### src/rtl/irq_agg_pkg.sv
package irq_agg_pkg;

   typedef enum logic [2:0] {
      REG_USB_STAT = 3'd0,
      REG_USB_EN   = 3'd1,
      REG_DMA_STAT = 3'd2,
      REG_DMA_EN   = 3'd3,
      REG_CFG      = 3'd4
   } reg_sel_e;

   typedef struct packed {
      logic pulse_mode;
      logic act_high;
      logic glb_en;
   } cfg_t;

   localparam int CFG_W = $bits(cfg_t);

endpackage

### src/rtl/irq_evt_bank.sv
module irq_evt_bank #(
   parameter int W = 8
) (
   input  logic         clk,
   input  logic         rst_n,
   input  logic [W-1:0] evt_i,
   input  logic         wr_stat_i,
   input  logic         wr_en_i,
   input  logic [W-1:0] wdata_i,
   output logic [W-1:0] stat_o,
   output logic [W-1:0] en_o,
   output logic         pend_o
);

   logic [W-1:0] stat_q;
   logic [W-1:0] en_q;
   logic [W-1:0] clr_mask;

   if (W < 1) begin : g_bad_w
      $error("irq_evt_bank: W must be at least 1");
   end

   assign clr_mask = wr_stat_i ? wdata_i : '0;

   always_ff @(posedge clk or negedge rst_n) begin
      if (!rst_n) begin
         stat_q <= '0;
         en_q   <= '0;
      end else begin
         stat_q <= (stat_q & ~clr_mask) | evt_i;
         if (wr_en_i) en_q <= wdata_i;
      end
   end

   assign stat_o = stat_q;
   assign en_o   = en_q;
   assign pend_o = |(stat_q & en_q);

   // every strobed bit is visible on the next cycle, even under a clear
   assert_evt_latch_R1: assert property (@(posedge clk) disable iff (!rst_n)
      (evt_i != '0) |=> ((stat_q & $past(evt_i)) == $past(evt_i)));

   // cleared bits without a coincident event read back as zero
   assert_w1c_R3: assert property (@(posedge clk) disable iff (!rst_n)
      wr_stat_i |=> ((stat_q & $past(wdata_i) & ~$past(evt_i)) == '0));

   // a mask write is held until the next mask write
   assert_en_hold_R4: assert property (@(posedge clk) disable iff (!rst_n)
      !wr_en_i |=> $stable(en_q));

endmodule

### src/rtl/irq_pin_gen.sv
module irq_pin_gen #(
   parameter int PULSE_CYCLES = 4
) (
   input  logic clk,
   input  logic rst_n,
   input  logic pend_i,
   input  logic glb_en_i,
   input  logic act_high_i,
   input  logic pulse_mode_i,
   output logic pin_o
);

   logic lvl_q;
   logic lvl_d;
   logic trig;
   logic pulse_act;
   logic act;

   if (PULSE_CYCLES < 1) begin : g_bad_p
      $error("irq_pin_gen: PULSE_CYCLES must be at least 1");
   end

   // held state: raised only under global enable, kept by pending bits alone
   assign lvl_d = pend_i & (glb_en_i | lvl_q);
   assign trig  = lvl_d & ~lvl_q;

   always_ff @(posedge clk or negedge rst_n) begin
      if (!rst_n) lvl_q <= 1'b0;
      else        lvl_q <= lvl_d;
   end

   if (PULSE_CYCLES == 1) begin : g_pulse_one
      logic pq;
      always_ff @(posedge clk or negedge rst_n) begin
         if (!rst_n) pq <= 1'b0;
         else        pq <= trig;
      end
      assign pulse_act = pq;
   end else begin : g_pulse_cnt
      localparam int CNT_W = $clog2(PULSE_CYCLES + 1);
      logic [CNT_W-1:0] cnt_q;
      always_ff @(posedge clk or negedge rst_n) begin
         if (!rst_n)             cnt_q <= '0;
         else if (cnt_q != '0)   cnt_q <= cnt_q - CNT_W'(1);
         else if (trig)          cnt_q <= CNT_W'(PULSE_CYCLES);
      end
      assign pulse_act = (cnt_q != '0);

      // a running pulse only counts down, a trigger cannot reload it
      assert_no_retrig_R11: assert property (@(posedge clk) disable iff (!rst_n)
         (cnt_q != '0) |=> (cnt_q == $past(cnt_q) - CNT_W'(1)));
   end

   assign act   = pulse_mode_i ? pulse_act : lvl_q;
   assign pin_o = act_high_i ? act : ~act;

   // with global enable off the state cannot rise
   assert_gated_R6: assert property (@(posedge clk) disable iff (!rst_n)
      (!glb_en_i && !lvl_q) |=> !lvl_q);

   // pending bits keep the state up regardless of the global enable
   assert_hold_R8: assert property (@(posedge clk) disable iff (!rst_n)
      (lvl_q && pend_i) |=> lvl_q);

   // no pending bits, state drops on the next edge
   assert_release_R8: assert property (@(posedge clk) disable iff (!rst_n)
      !pend_i |=> !lvl_q);

   // enabled and pending raises the state on the next edge
   assert_raise_R7: assert property (@(posedge clk) disable iff (!rst_n)
      (glb_en_i && pend_i) |=> lvl_q);

endmodule

### src/rtl/irq_aggregator.sv
module irq_aggregator
   import irq_agg_pkg::*;
#(
   parameter int USB_W        = 8,
   parameter int DMA_W        = 4,
   parameter int DATA_W       = 16,
   parameter int PULSE_CYCLES = 4
) (
   input  logic              clk,
   input  logic              rst_n,
   input  logic [USB_W-1:0]  usb_evt_i,
   input  logic [DMA_W-1:0]  dma_evt_i,
   input  logic              bus_we_i,
   input  logic [2:0]        bus_addr_i,
   input  logic [DATA_W-1:0] bus_wdata_i,
   output logic [DATA_W-1:0] bus_rdata_o,
   output logic              irq_pin_o
);

   if (USB_W > DATA_W || DMA_W > DATA_W || CFG_W > DATA_W) begin : g_bad_width
      $error("irq_aggregator: register wider than data bus");
   end

   reg_sel_e   sel;
   cfg_t       cfg_q;
   logic       wr_usb_stat, wr_usb_en, wr_dma_stat, wr_dma_en, wr_cfg;
   logic [USB_W-1:0] usb_stat, usb_en;
   logic [DMA_W-1:0] dma_stat, dma_en;
   logic       usb_pend, dma_pend;

   assign sel         = reg_sel_e'(bus_addr_i);
   assign wr_usb_stat = bus_we_i && (sel == REG_USB_STAT);
   assign wr_usb_en   = bus_we_i && (sel == REG_USB_EN);
   assign wr_dma_stat = bus_we_i && (sel == REG_DMA_STAT);
   assign wr_dma_en   = bus_we_i && (sel == REG_DMA_EN);
   assign wr_cfg      = bus_we_i && (sel == REG_CFG);

   always_ff @(posedge clk or negedge rst_n) begin
      if (!rst_n)      cfg_q <= '0;
      else if (wr_cfg) cfg_q <= cfg_t'(bus_wdata_i[CFG_W-1:0]);
   end

   irq_evt_bank #(.W(USB_W)) u_usb_bank (
      .clk       (clk),
      .rst_n     (rst_n),
      .evt_i     (usb_evt_i),
      .wr_stat_i (wr_usb_stat),
      .wr_en_i   (wr_usb_en),
      .wdata_i   (bus_wdata_i[USB_W-1:0]),
      .stat_o    (usb_stat),
      .en_o      (usb_en),
      .pend_o    (usb_pend)
   );

   irq_evt_bank #(.W(DMA_W)) u_dma_bank (
      .clk       (clk),
      .rst_n     (rst_n),
      .evt_i     (dma_evt_i),
      .wr_stat_i (wr_dma_stat),
      .wr_en_i   (wr_dma_en),
      .wdata_i   (bus_wdata_i[DMA_W-1:0]),
      .stat_o    (dma_stat),
      .en_o      (dma_en),
      .pend_o    (dma_pend)
   );

   irq_pin_gen #(.PULSE_CYCLES(PULSE_CYCLES)) u_pin (
      .clk          (clk),
      .rst_n        (rst_n),
      .pend_i       (usb_pend | dma_pend),
      .glb_en_i     (cfg_q.glb_en),
      .act_high_i   (cfg_q.act_high),
      .pulse_mode_i (cfg_q.pulse_mode),
      .pin_o        (irq_pin_o)
   );

   always_comb begin
      bus_rdata_o = '0;
      case (sel)
         REG_USB_STAT: bus_rdata_o[USB_W-1:0] = usb_stat;
         REG_USB_EN:   bus_rdata_o[USB_W-1:0] = usb_en;
         REG_DMA_STAT: bus_rdata_o[DMA_W-1:0] = dma_stat;
         REG_DMA_EN:   bus_rdata_o[DMA_W-1:0] = dma_en;
         REG_CFG:      bus_rdata_o[CFG_W-1:0] = cfg_q;
         default:      bus_rdata_o = '0;
      endcase
   end

   // configuration changes only through a write to its address
   assert_cfg_hold_R5: assert property (@(posedge clk) disable iff (!rst_n)
      !wr_cfg |=> $stable(cfg_q));

endmodule

### config.mk
export PLATFORM = sky130hd
export DESIGN_NAME = irq_aggregator
export DESIGN_NICKNAME = d
export VERILOG_FILES = /design/src/rtl/irq_agg_pkg.sv /design/src/rtl/irq_evt_bank.sv /design/src/rtl/irq_pin_gen.sv /design/src/rtl/irq_aggregator.sv
export SDC_FILE = /design/constraint.sdc
export NUM_CORES = 1
export LEC_CHECK = 0
export ABC_AREA = 0
export ABC_CLOCK_PERIOD_IN_PS = 1900
export BUFFER_PORTS_ARGS = -buffer_cell sky130_fd_sc_hd__buf_4
export CAP_MARGIN = 20
export CORE_MARGIN = 2
export CORE_UTILIZATION = 25
export DETAILED_ROUTE_END_ITERATION = 8
export GPL_ROUTABILITY_DRIVEN = 0
export REMOVE_ABC_BUFFERS = 1
export SYNTH_ARGS = -nofsm -noshare
export SYNTH_HDL_FRONTEND = slang
export SYNTH_SLANG_ARGS = --single-unit
### constraint.sdc
create_clock -name clk -period 1.9 [get_ports clk]
set_input_delay 0.38 -clock clk [delete_from_list [all_inputs] [get_ports clk]]
set_output_delay 0.38 -clock clk [all_outputs]
set_load 0.005 [all_outputs]
Word level (Yosys, flattened, before mapping)
Index checks and enable logic that the tools add are counted.

Latch bits: 0. Memories kept: 0. Bits in read-only memories: 0. Output and inout port bits: 17. Bits of input ports: 34. Logic and storage cells: 47. Register bits after elaboration: 31. RAM bits: 0.

Div/mod/pow operators: 0. Shifts and indexed selects: 0. Mux-type cells: 9. Bitwise operators: 14. Reduce and logical (&&, ||, !) cells: 10. Equal/unequal tests: 4. Order comparisons: 0. Multiply operators: 0. $add $sub $neg: 1.

Operators by type and width (number): $and 8x8->8 (2); $pmux 3 s5 (1); $and 4x4->4 (2); $mux 8 (1); $not 8->8 (1); $or 8x8->8 (1); $pmux 4 s2 (1); $reduce_or 8->1 (1); $eq 3x2->1 const B (2); $mux 3 (2); $logic_and 1x1->1 (5); $mux 4 (1); $not 4->4 (1); $or 4x4->4 (1); $pmux 1 s4 (1); $reduce_or 4->1 (1); $eq 3x1->1 const B (1); $eq 3x3->1 const B (1); $logic_not 3->1 (1); $reduce_bool 3->1 (1); $sub 3x1->3 const B (1); $and 1x1->1 (2); $mux 1 (2); $not 1->1 (2); other kinds (2) (3).

Longest topological paths before layout
Gate-level depths: netlist (run 1).

Depth after elaboration: 7. Depth in mapped cells: 5. Mapped depth without buffers: 4.

Modules after synthesis
Synthesis (run 1) repeated with hierarchy kept, for this count alone.

Cell total of the unflattened synthesis: 147. Area, all modules: 1704.1 um^2.

By module, submodules not included: irq_evt_bank at u_usb_bank (cells each 47, area an instance 663.1 um^2, times used 1, sequential area each 400.4 um^2); irq_aggregator (cells each 58, area an instance 510.5 um^2, times used 1, sequential area each 75.1 um^2); irq_evt_bank at u_dma_bank (cells each 23, area an instance 309.0 um^2, times used 1, sequential area each 200.2 um^2); irq_pin_gen (cells each 19, area an instance 221.5 um^2, times used 1, sequential area each 100.1 um^2).

Least setup slack after synthesis (run 1)
OpenSTA, ideal clock, no wires.

Kind: input -> output. Start: input bus_addr_i[1]. End: output bus_rdata_o[3]. Arrival time: 1.182 ns. Cell stages on the path: 3. Buffers on the path: 1. Required time: 1.520 ns. Setup slack: 0.338 ns. Cell sequence: buf_4 > mux4_2 > nor2b_1.

Longest elaborated chain between the ends: 2. Elaborated cells on any way between the ends: 5. Those cells by class: eq/ne (3); mux (1); reduce/logical (1).

RTL lines: from (decl) (RTL line irq_aggregator.sv:14) `input logic [2:0] bus_addr_i,`; $eq 3x2->1, or another cell as far along (RTL line irq_aggregator.sv:79) `case (sel)`; $pmux 1 s4 (*) (RTL line irq_aggregator.sv:79); to (decl) (RTL line irq_aggregator.sv:16) `output logic [DATA_W-1:0] bus_rdata_o,`.

Mark *: on every way between the ends. The rest lies on a longest branch, timed or not.

Final worst setup path (run 1)
Start: register u_usb_bank.stat_q[1], in the netlist u_usb_bank.stat_o[1]. End: output bus_rdata_o[1].

Longest elaborated chain between the ends: 1.

RTL lines: from (decl) (RTL line irq_evt_bank.sv:15) `logic [W-1:0] stat_q;`; from (signal assigned) (RTL line irq_evt_bank.sv:30) `stat_q <= (stat_q & ~clr_mask) | evt_i;`; $pmux 3 s5 (RTL line irq_aggregator.sv:79).

Every way passes these cells.

==> results of run 1 <==
[worst paths after layout]
kind / startpoint / to / slack (ns) / depth (start not counted)
max: u_usb_bank.stat_o[1] / bus_rdata_o[1] / 0.05 / 4
min in group clk: usb_evt_i[3] / u_usb_bank.stat_o[3] / 0.27 / 2
min reg2reg: u_usb_bank.stat_o[4] / u_usb_bank.stat_o[4] / 0.51 / 1
max in group asynchronous: rst_n / u_usb_bank.stat_o[4] / 1.58 / 1
max reg2reg: u_usb_bank.stat_o[7] / u_pin.g_pulse_cnt.cnt_q[2] / 0.56 / 4
min: rst_n / u_usb_bank.stat_o[2] / 0.03 / 1
[logic make-up after synthesis]
family / Yosys count / share of synthesized area, %
mux: 24 / 18.3
flops: 31 / 47.3
other cells: 1 / 0.229
xor+xnor: 1 / 0.534
simple gates: 42 / 16.1
buf+inv: 14 / 6.03
compound gates: 26 / 11.5
[layer usage]
layer,GRT usage (%),vias up
met4,3.03,0
met3,2.72,2
met5,0,-
met1,12.9,558
li1,-,558
met2,17.9,29
[synth_stat cells]
library cell / instances
a21o_1: 12
a21oi_1: 1
a221oi_1: 3
a22o_1: 3
and3_1: 1
buf_2: 1
buf_4: 10
buf_6: 1
conb_1: 1
dfrtp_1: 31
inv_1: 2
mux2_2: 15
mux2i_1: 6
mux4_1: 1
mux4_2: 2
nand2_1: 16
nand2_4: 1
nand2b_4: 1
nand3_1: 2
nand3b_1: 1
nand4b_4: 1
nor2_1: 12
nor2_4: 1
nor2_8: 1
nor2b_1: 1
nor3_1: 1
nor3b_4: 2
o21a_1: 1
o21ai_0: 5
o41ai_1: 1
or2_1: 1
xnor2_1: 1
[flip-flops by register name, summed over array words and instances (netlist names)]
name / flops
cfg_q: 3
u_dma_bank.en_o: 4
u_dma_bank.stat_o: 4
u_pin.g_pulse_cnt.cnt_q: 3
u_pin.lvl_q: 1
u_usb_bank.en_o: 8
u_usb_bank.stat_o: 8
[worst register-to-register path, delay by kind of cell, from the launching register on]
kind	cells	cell delay (ns)
flip-flops	1	0.39
AO/OA/AOI/OAI	3	0.58
AND/OR/NAND/NOR	1	0.24
[stage by stage]
step                      setup WS (ns)  hold slack, ns  util [%]  total power, mW
after CTS                        0.0167          0.0362      32.3             1.71
after global placement            0.131           0.340      30.7             1.13
after global routing            0.00269          0.0446      32.4             1.78
final                            0.0478          0.0294      32.4             1.68
after floorplan                   0.494          0.0844         -            0.970
after detailed placement          0.129           0.340      30.7             1.14
[area by class of cell]
cell class	instances	share of cell area (%)
timing repair buffer	38	13.9
sequential	31	37.7
inverter	2	0.365
multi-input combinational	101	38.5
clock buffer	8	4.87
tap	77	4.68
[timing repair]
| action | 4_1_cts | 5_1_grt |
|---|---|---|
| hold buffers | 0 | 0 |
| setup buffers | 0 | 1 |
| setup endpoints to repair | 0 | 1 |
[power groups by stage]
stage / Combinational (mW) / Sequential [mW] / Clock, mW
global route: 0.355 / 0.811 / 0.611
CTS: 0.328 / 0.799 / 0.584
global placement: 0.320 / 0.810 / 0
detailed placement: 0.327 / 0.811 / 0
floorplan: 0.177 / 0.793 / 0
finish: 0.322 / 0.800 / 0.562
[cells in the final DEF, fill, tap and decap left out]
| cell type | count |
|---|---|
| nor2b_1 | 1 |
| conb_1 | 8 |
| nand2_1 | 16 |
| mux2_2 | 15 |
| clkbuf_8 | 7 |
| dfrtp_1 | 31 |
| o21a_1 | 1 |
| nand3_1 | 2 |
| nor3b_4 | 2 |
| nor2_1 | 12 |
| a221oi_1 | 3 |
| mux4_2 | 2 |
| nand3b_1 | 1 |
| and3_1 | 1 |
| nor2_4 | 1 |
| a21oi_1 | 1 |
| o41ai_1 | 1 |
| o21ai_0 | 5 |
| a21o_1 | 12 |
| mux4_1 | 1 |
| mux2i_1 | 6 |
| nand2b_4 | 1 |
| nand2_4 | 1 |
| nor3_1 | 1 |
| inv_1 | 2 |
| xnor2_1 | 1 |
| nand4b_4 | 1 |
| or2_1 | 1 |
| nor2_8 | 1 |
| buf_4 | 38 |
| a22o_1 | 3 |
| clkbuf_1 | 1 |
==> flow_metrics.tcl, run 1 <==
set metrics [dict create \
    drt_wl_total_um 3540 \
    multi_input_area_um2 792 \
    start_kind "flop" \
    period_minus_slack_ns 1.85 \
    ctsHtreeMaxLevel 2 \
    antenna_left 0 \
    boundaryPins 51 \
    final_cell_area_um2 2060 \
    vias 1147 \
    dp_cells 248 \
    ys_warn_count 0 \
    grt_use_total_pct 10.4 \
    grt_pass1_vias 1168 \
    status "finished clean" \
    max_stage_delay_ns 0.48 \
    maxUsedRoutingLayer "met4" \
    cts-root-buf "clkbuf_8" \
    final-seq-area_um2 776 \
    cts.sinks 31 \
    placed_cell_area_um2 1950 \
    grt_antenna_before_repair 0 \
    fillCellCount 647 \
    insertion_delay_ns 0.28 \
    hold_viol_final 0 \
    max_cap_violations 0 \
    worst_ir_drop_vdd_mv 0.374 \
    clock_skew_ns 0.00243 \
    rsz0062_at_grt "false" \
    critPathRequiredTime_ns 1.52 \
    dieArea_um2 7230 \
    post-synth-top-area-fraction_pct 47.3 \
    grt_max_degree 32 \
    drc 0 \
    netlist_area_um2 1640 \
    area_growth_syn_to_layout_pct 25.4 \
    num_rows 29 \
    ctsResizeCount 0 \
    num_antenna_cells 0 \
    drt_iter0_markers 31 \
    cp_cell_sequence "mux4_1 > inv_1 > o21ai_0 > buf_4" \
    cp.arrival_ns 1.47 \
    pwr-share-seq_pct 47.5 \
    cts_inserted_buffers 5 \
    endpoint_kind "primary output" \
    portBuffers 34 \
    start_util_pct 25.8 \
    grt_pass1_wl_um 5890 \
    hp-class "in2async" \
    critical-path-top-delay-family "multiplexers" \
    timing.setup.tns_ns 0 \
    slowest_stage "mux4_1" \
    p_comb_share_pct 19.1 \
    internal_power_mw 1.26 \
    yosysTopAreaCell "dfrtp_1" \
    switching_power_mw 0.423 \
    wire_per_inst_um 13.8 \
    drive_gt1_share_pct 38.3 \
    hpwlAfterDp_um 2640 \
    path_clk_slew_ns 0.06 \
    wl_met2_um 1850 \
    yosysUniqueCellTypes 32 \
    wl_met3_um 126 \
    clkPwrFrac_pct 33.4 \
    cts_tree "yes" \
    fp.dieW_um 85 \
    finalSetupViolCount 0 \
    pwr_density_cell_nw_per_um2 818 \
    dieHeight_um 85 \
    yosys_register_bits 31 \
    stdcell_count 257 \
    fin_crit_sh_pct 97.5 \
    layout.nets 213 \
    grt_overflow 0 \
    avgSynthCellArea_um2 11.8 \
    synthTopCellsByArea "dfrtp_1, mux2_2, a21o_1, buf_4, mux2i_1" \
    clk_path_buf_depth 2 \
    path_class "reg2out" \
    netlist_instances 139 \
    core-area_um2 6350 \
    wl_met1_um 1530 \
    critPathBufInv 2 \
    p_sw_share_pct 25.1 \
    fmax_mhz 540 \
    drt_first_pass_iters 4 \
    power_leakage_nw 0.905 \
    maxSlewViolCount 0 \
    synth-seq-area-share_pct 47.3 \
    cp_max_fo 3 \
    vias_per_cell 4.46 \
]
No activity file was read; power rests on OpenSTA's default activity.
==> inputs of run 2 (changes only) <==
- CORE_UTILIZATION: 25 -> 54
- PLACE_DENSITY: default -> 0.84
==> flow_metrics.tcl, run 2 (synthesis results as in run 1) <==
set metrics [dict create \
    start_util_pct 58.0 \
    placed_cell_area_um2 1880 \
    max_cap_violations 0 \
    endpoint_kind "primary output" \
    fmax_mhz 537 \
    fp.dieW_um 59.1 \
    period_minus_slack_ns 1.86 \
    cts_inserted_buffers 5 \
    grt_use_met2_pct 37.3 \
    grt_overflow 0 \
    final_cell_area_um2 2060 \
    hold_viol_final 0 \
    ctsHtreeMaxLevel 2 \
    drt_wl_total_um 3760 \
    dieHeight_um 59.1 \
    grt_max_degree 32 \
    critPathRequiredTime_ns 1.52 \
    drt_first_pass_iters 4 \
    dieArea_um2 3490 \
    grt_antenna_before_repair 0 \
    finalSetupViolCount 0 \
    use_met1_pct 27.8 \
    power_leakage_nw 0.944 \
    cp.arrival_ns 1.48 \
    rsz0062_at_grt "true" \
    most-common-layout-cells "buf_4, dfrtp_1, nand2_1" \
    min_path_cells 2 \
    num_rows 19 \
    cp_max_fo 3 \
    clk_path_buf_depth 2 \
    use_met3_pct 8.73 \
    drive_gt1_share_pct 44.0 \
    core-area_um2 2830 \
    rr_worst_depth 6 \
    fillCellCount 208 \
    grt_busiest_layer "met2" \
    drc 0 \
    insertion_delay_ns 0.35 \
    grt_pass1_vias 1283 \
    portBuffers 34 \
    worst_ir_drop_vdd_mv 0.566 \
    grt_use_total_pct 23.2 \
    wire_per_inst_um 16.9 \
    status "finished clean" \
    drt_iter0_markers 15 \
    cts_tree "yes" \
    path_class "reg2out" \
    area_growth_syn_to_layout_pct 25.9 \
    cts-root-buf "clkbuf_4" \
    vias 1279 \
    fin_crit_sh_pct 98.0 \
    start_kind "flop" \
    layout.nets 224 \
    cts.sinks 31 \
    fin_util_pct 73.0 \
    num_antenna_cells 0 \
    boundaryPins 51 \
    hp-class "in2reg" \
    clock_skew_ns 0.00941 \
    maxSlewViolCount 0 \
    grt_pass1_wl_um 5800 \
    hpwlAfterDp_um 2480 \
    antenna_left 0 \
    final_common_cell "buf_4" \
    vias_per_cell 5.76 \
    path_clk_slew_ns 0.10 \
    pwr_density_cell_nw_per_um2 788 \
]
run 2: final cells by class:
class / count / area (um^2) / share of cell area, %
tap: 31 / 38.8 / 1.88
sequential: 31 / 776 / 37.6
multi-input combinational: 101 / 800 / 38.7
inverter: 2 / 7.51 / 0.364
timing repair buffer: 49 / 374 / 18.1
clock buffer: 8 / 68.8 / 3.33
run 2: routing by layer:
metal	vias up	part of all wire [%]
met4	0	1.4
met5	-	0
met2	35	54
met3	6	4.4
li1	578	-
met1	660	41
run 2: what timing repair did:
| action | CTS | global route |
|---|---|---|
| resized for setup | 3 | 6 |
| setup endpoints to repair | 2 | 3 |
| hold endpoints to repair | 31 | 0 |
| setup buffers | 7 | 5 |
| hold buffers | 1 | 0 |
run 2: worst paths after layout:
check / slack, ns / end / from
worst min register to register: 0.52 / u_usb_bank.stat_o[5] / u_usb_bank.stat_o[5]
max in group asynchronous: 1.11 / u_usb_bank.stat_o[4] / rst_n
worst max register to register: 0.36 / u_pin.g_pulse_cnt.cnt_q[2] / u_usb_bank.stat_o[1]
worst min-delay path: 0.21 / u_dma_bank.stat_o[0] / dma_evt_i[0]
worst max-delay path: 0.04 / bus_rdata_o[3] / u_usb_bank.stat_o[3]
min in group asynchronous: 0.49 / cfg_q[2] / rst_n
run 2: report_power, final:
group,total [mW],internal (mW),leakage [nW],switching (mW)
combinational,0.377,0.229,0.568,0.147
sequential,0.799,0.737,0.338,0.0630
clock,0.451,0.217,0.0386,0.233
total,1.63,1.18,0.944,0.443
run 2: worst max-delay path, cell delays in order (launching register included):
cell and delay [ns]:
dfrtp_1 0.43, mux4_2 0.47, nor2b_4 0.14, buf_6 0.11
run 2: metrics by stage:
stage | std cells | total power [mW] | setup TNS, ns | worst slack (ns) | hold WS [ns]
6_report | 222 | 1.63 | 0 | 0.0389 | 0.206
2_1_floorplan | 134 | 0.970 | 0 | 0.494 | 0.0844
5_1_grt | 222 | 1.71 | -0.0329 | -0.0190 | 0.181
3_3_place_gp | 201 | 1.11 | 0 | 0.167 | 0.326
3_5_place_dp | 201 | 1.13 | 0 | 0.149 | 0.340
4_1_cts | 217 | 1.60 | 0 | 0.000574 | 0.197
==> inputs of run 3 (changes only) <==
- CORE_UTILIZATION: 54 -> 55
- SYNTH_HIERARCHICAL: default -> 1
==> flow_metrics.tcl, run 3 <==
set metrics [dict create \
    grt_use_total_pct 21.8 \
    path_class "reg2out" \
    cts.sinks 31 \
    rr_worst_depth 6 \
    drt_wl_total_um 3470 \
    ys.flop_type "dfrtp_1" \
    slowest_stage "mux4_2" \
    synth_compound_area_share_pct 11.4 \
    yosysMostFrequentCell "dfrtp_1" \
    max_cap_violations 0 \
    cp_max_fo 3 \
    synth_edf_count 0 \
    core-area_um2 3000 \
    clk_path_buf_depth 2 \
    worstSetupStartpoint "u_usb_bank/stat_o[3]" \
    synth_top_family_by_area "multiplexers" \
    worst_ir_drop_vdd_mv 0.480 \
    crit_path_end "bus_rdata_o[3]" \
    hpwlAfterDp_um 2560 \
    reg2reg_from "u_usb_bank/stat_o[4]" \
    num_antenna_cells 0 \
    antenna_left 0 \
    grt_pass1_vias 1220 \
    stdcell_count 222 \
    dp_cells 210 \
    yosysUniqueCellTypes 34 \
    yosysTopAreaCell "dfrtp_1" \
    most-common-layout-cells "buf_4, dfrtp_1, nand2_1" \
    yosys_register_bits 31 \
    cp_cell_sequence "mux4_2 > and2_4 > buf_4" \
    power_leakage_nw 0.922 \
    wire_per_inst_um 15.6 \
    fin_util_pct 67.1 \
    critPathRequiredTime_ns 1.52 \
    max_stage_delay_ns 0.47 \
    cts_inserted_buffers 5 \
    layout.nets 225 \
    synth-seq-area-share_pct 45.5 \
    portBuffers 34 \
    critical-path-top-delay-family "multiplexers" \
    fmax_mhz 536 \
    dieHeight_um 59.7 \
    fp.dieW_um 59.7 \
    cts-root-buf "clkbuf_4" \
    drive_gt1_share_pct 37.0 \
    maxSlewViolCount 0 \
    boundaryPins 51 \
    fin_crit_sh_pct 98.2 \
    endpoint_kind "primary output" \
    worst_slack_ns 0.0339 \
    grt_overflow 0 \
    avgSynthCellArea_um2 11.6 \
    final_cell_area_um2 2020 \
    yosys-top-cells-count "dfrtp_1, nand2_1, a21o_1, mux2_4" \
    num_rows 20 \
    drt_iter0_markers 41 \
    ys_warn_count 6 \
    min_path_cells 2 \
    grt_pass1_wl_um 5640 \
    cp.arrival_ns 1.49 \
    path_depth 3 \
    status "finished clean" \
    placed_cell_area_um2 1930 \
    grt_max_degree 32 \
    drc 0 \
    clock_skew_ns 0.00884 \
    start_kind "flop" \
    reg2reg_slack_ns 0.21 \
    finalSetupViolCount 0 \
    r2r-end "u_pin/g_pulse_cnt.cnt_q[1]" \
    post-synth-top-area-fraction_pct 45.5 \
    vias 1256 \
    ctsHtreeMaxLevel 2 \
    synth_mux_area_share_pct 20.8 \
    netlist_area_um2 1700 \
    insertion_delay_ns 0.33 \
    ys_async_sr_fraction_pct 100 \
    drt_first_pass_iters 4 \
    hp-class "in2reg" \
    pwr_density_cell_nw_per_um2 847 \
    start_util_pct 56.7 \
    synthTopCellsByArea "dfrtp_1, mux2_4, a21o_1, mux2i_1, mux2_2" \
    synthAdderAreaFrac_pct 0.734 \
    synth-simple-area-share_pct 12.7 \
    path_clk_slew_ns 0.08 \
    cts_tree "yes" \
    area_growth_syn_to_layout_pct 18.3 \
    final_common_cell "buf_4" \
    dieArea_um2 3560 \
    period_minus_slack_ns 1.87 \
    hold_viol_final 0 \
    synth_xor_area_share_pct 0.514 \
    netlist_instances 147 \
    p_total_mw 1.71 \
    critPathBufInv 1 \
    grt_antenna_before_repair 0 \
    rsz0062_at_grt "true" \
    vias_per_cell 5.66 \
    dpl_worst_slack_ns 0.140 \
]
==> run 3: changes by cell type in the layout (fill, tap and decap cells not counted), moves of 4 or more <==
cell / change
nor2_1: -5
mux2_4: +9
mux2_2: -9
mux2_1: +4
inv_1: +4
buf_4: -5
a22oi_1: +7
nor3_1: +4
==> run 3: what timing repair did <==
item / CTS / global route
endpoints found under the hold margin: 31 / 0
hold buffers: 1 / 0
setup buffers: 1 / 4
setup endpoints to repair: 2 / 3
resized for setup: 2 / 1
pin swaps: 0 / 2
gates cloned: 0 / 0
==> run 3: worst min-delay path by stage <==
stage / from / end / slack, ns
floorplan: rst_n / cfg_q[0] / 0.08
detailed placement: rst_n / u_usb_bank/en_o[6] / 0.33
CTS: dma_evt_i[2] / u_dma_bank/stat_o[2] / 0.22
global placement: rst_n / u_usb_bank/en_o[6] / 0.32
finish: usb_evt_i[0] / u_usb_bank/stat_o[0] / 0.23
global route: dma_evt_i[0] / u_dma_bank/stat_o[0] / 0.22
==> run 3: layout make-up <==
class / instances / area [um^2]
flip-flops and latches: 31 / 776
multi-input cells: 105 / 817
clock buffers: 6 / 41.3
repair buffers: 43 / 325
inverters: 4 / 15.0
well taps: 33 / 41.3
fillers: 225 / 987
==> run 3: power by group <==
group	switching, mW	internal [mW]
logic	0.201	0.314
registers	0.0916	0.771
clock network	0.199	0.131
==> run 3: metal layers <==
metal	GRT usage [%]	routed length, um
met5	0	0
met4	7.94	68
met3	6.49	197
met2	34.3	1670
met1	28.4	1530
==> run 3: logic make-up after synthesis <==
group	after synthesis
muxes	28
other	1
AOI/OAI and AO/OA	26
adders and majority gates	1
and+or+nand+nor	41
xor gates and xnor gates	1
buffers and inverters	18
DFF	31
==> run 3: per-stage QoR <==
step                setup TNS, ns  hold slack, ns
floorplan                       0          0.0844
global placement                0           0.324
detailed placement              0           0.334
CTS                             0           0.223
global route              -0.0100           0.215
finish                          0           0.226
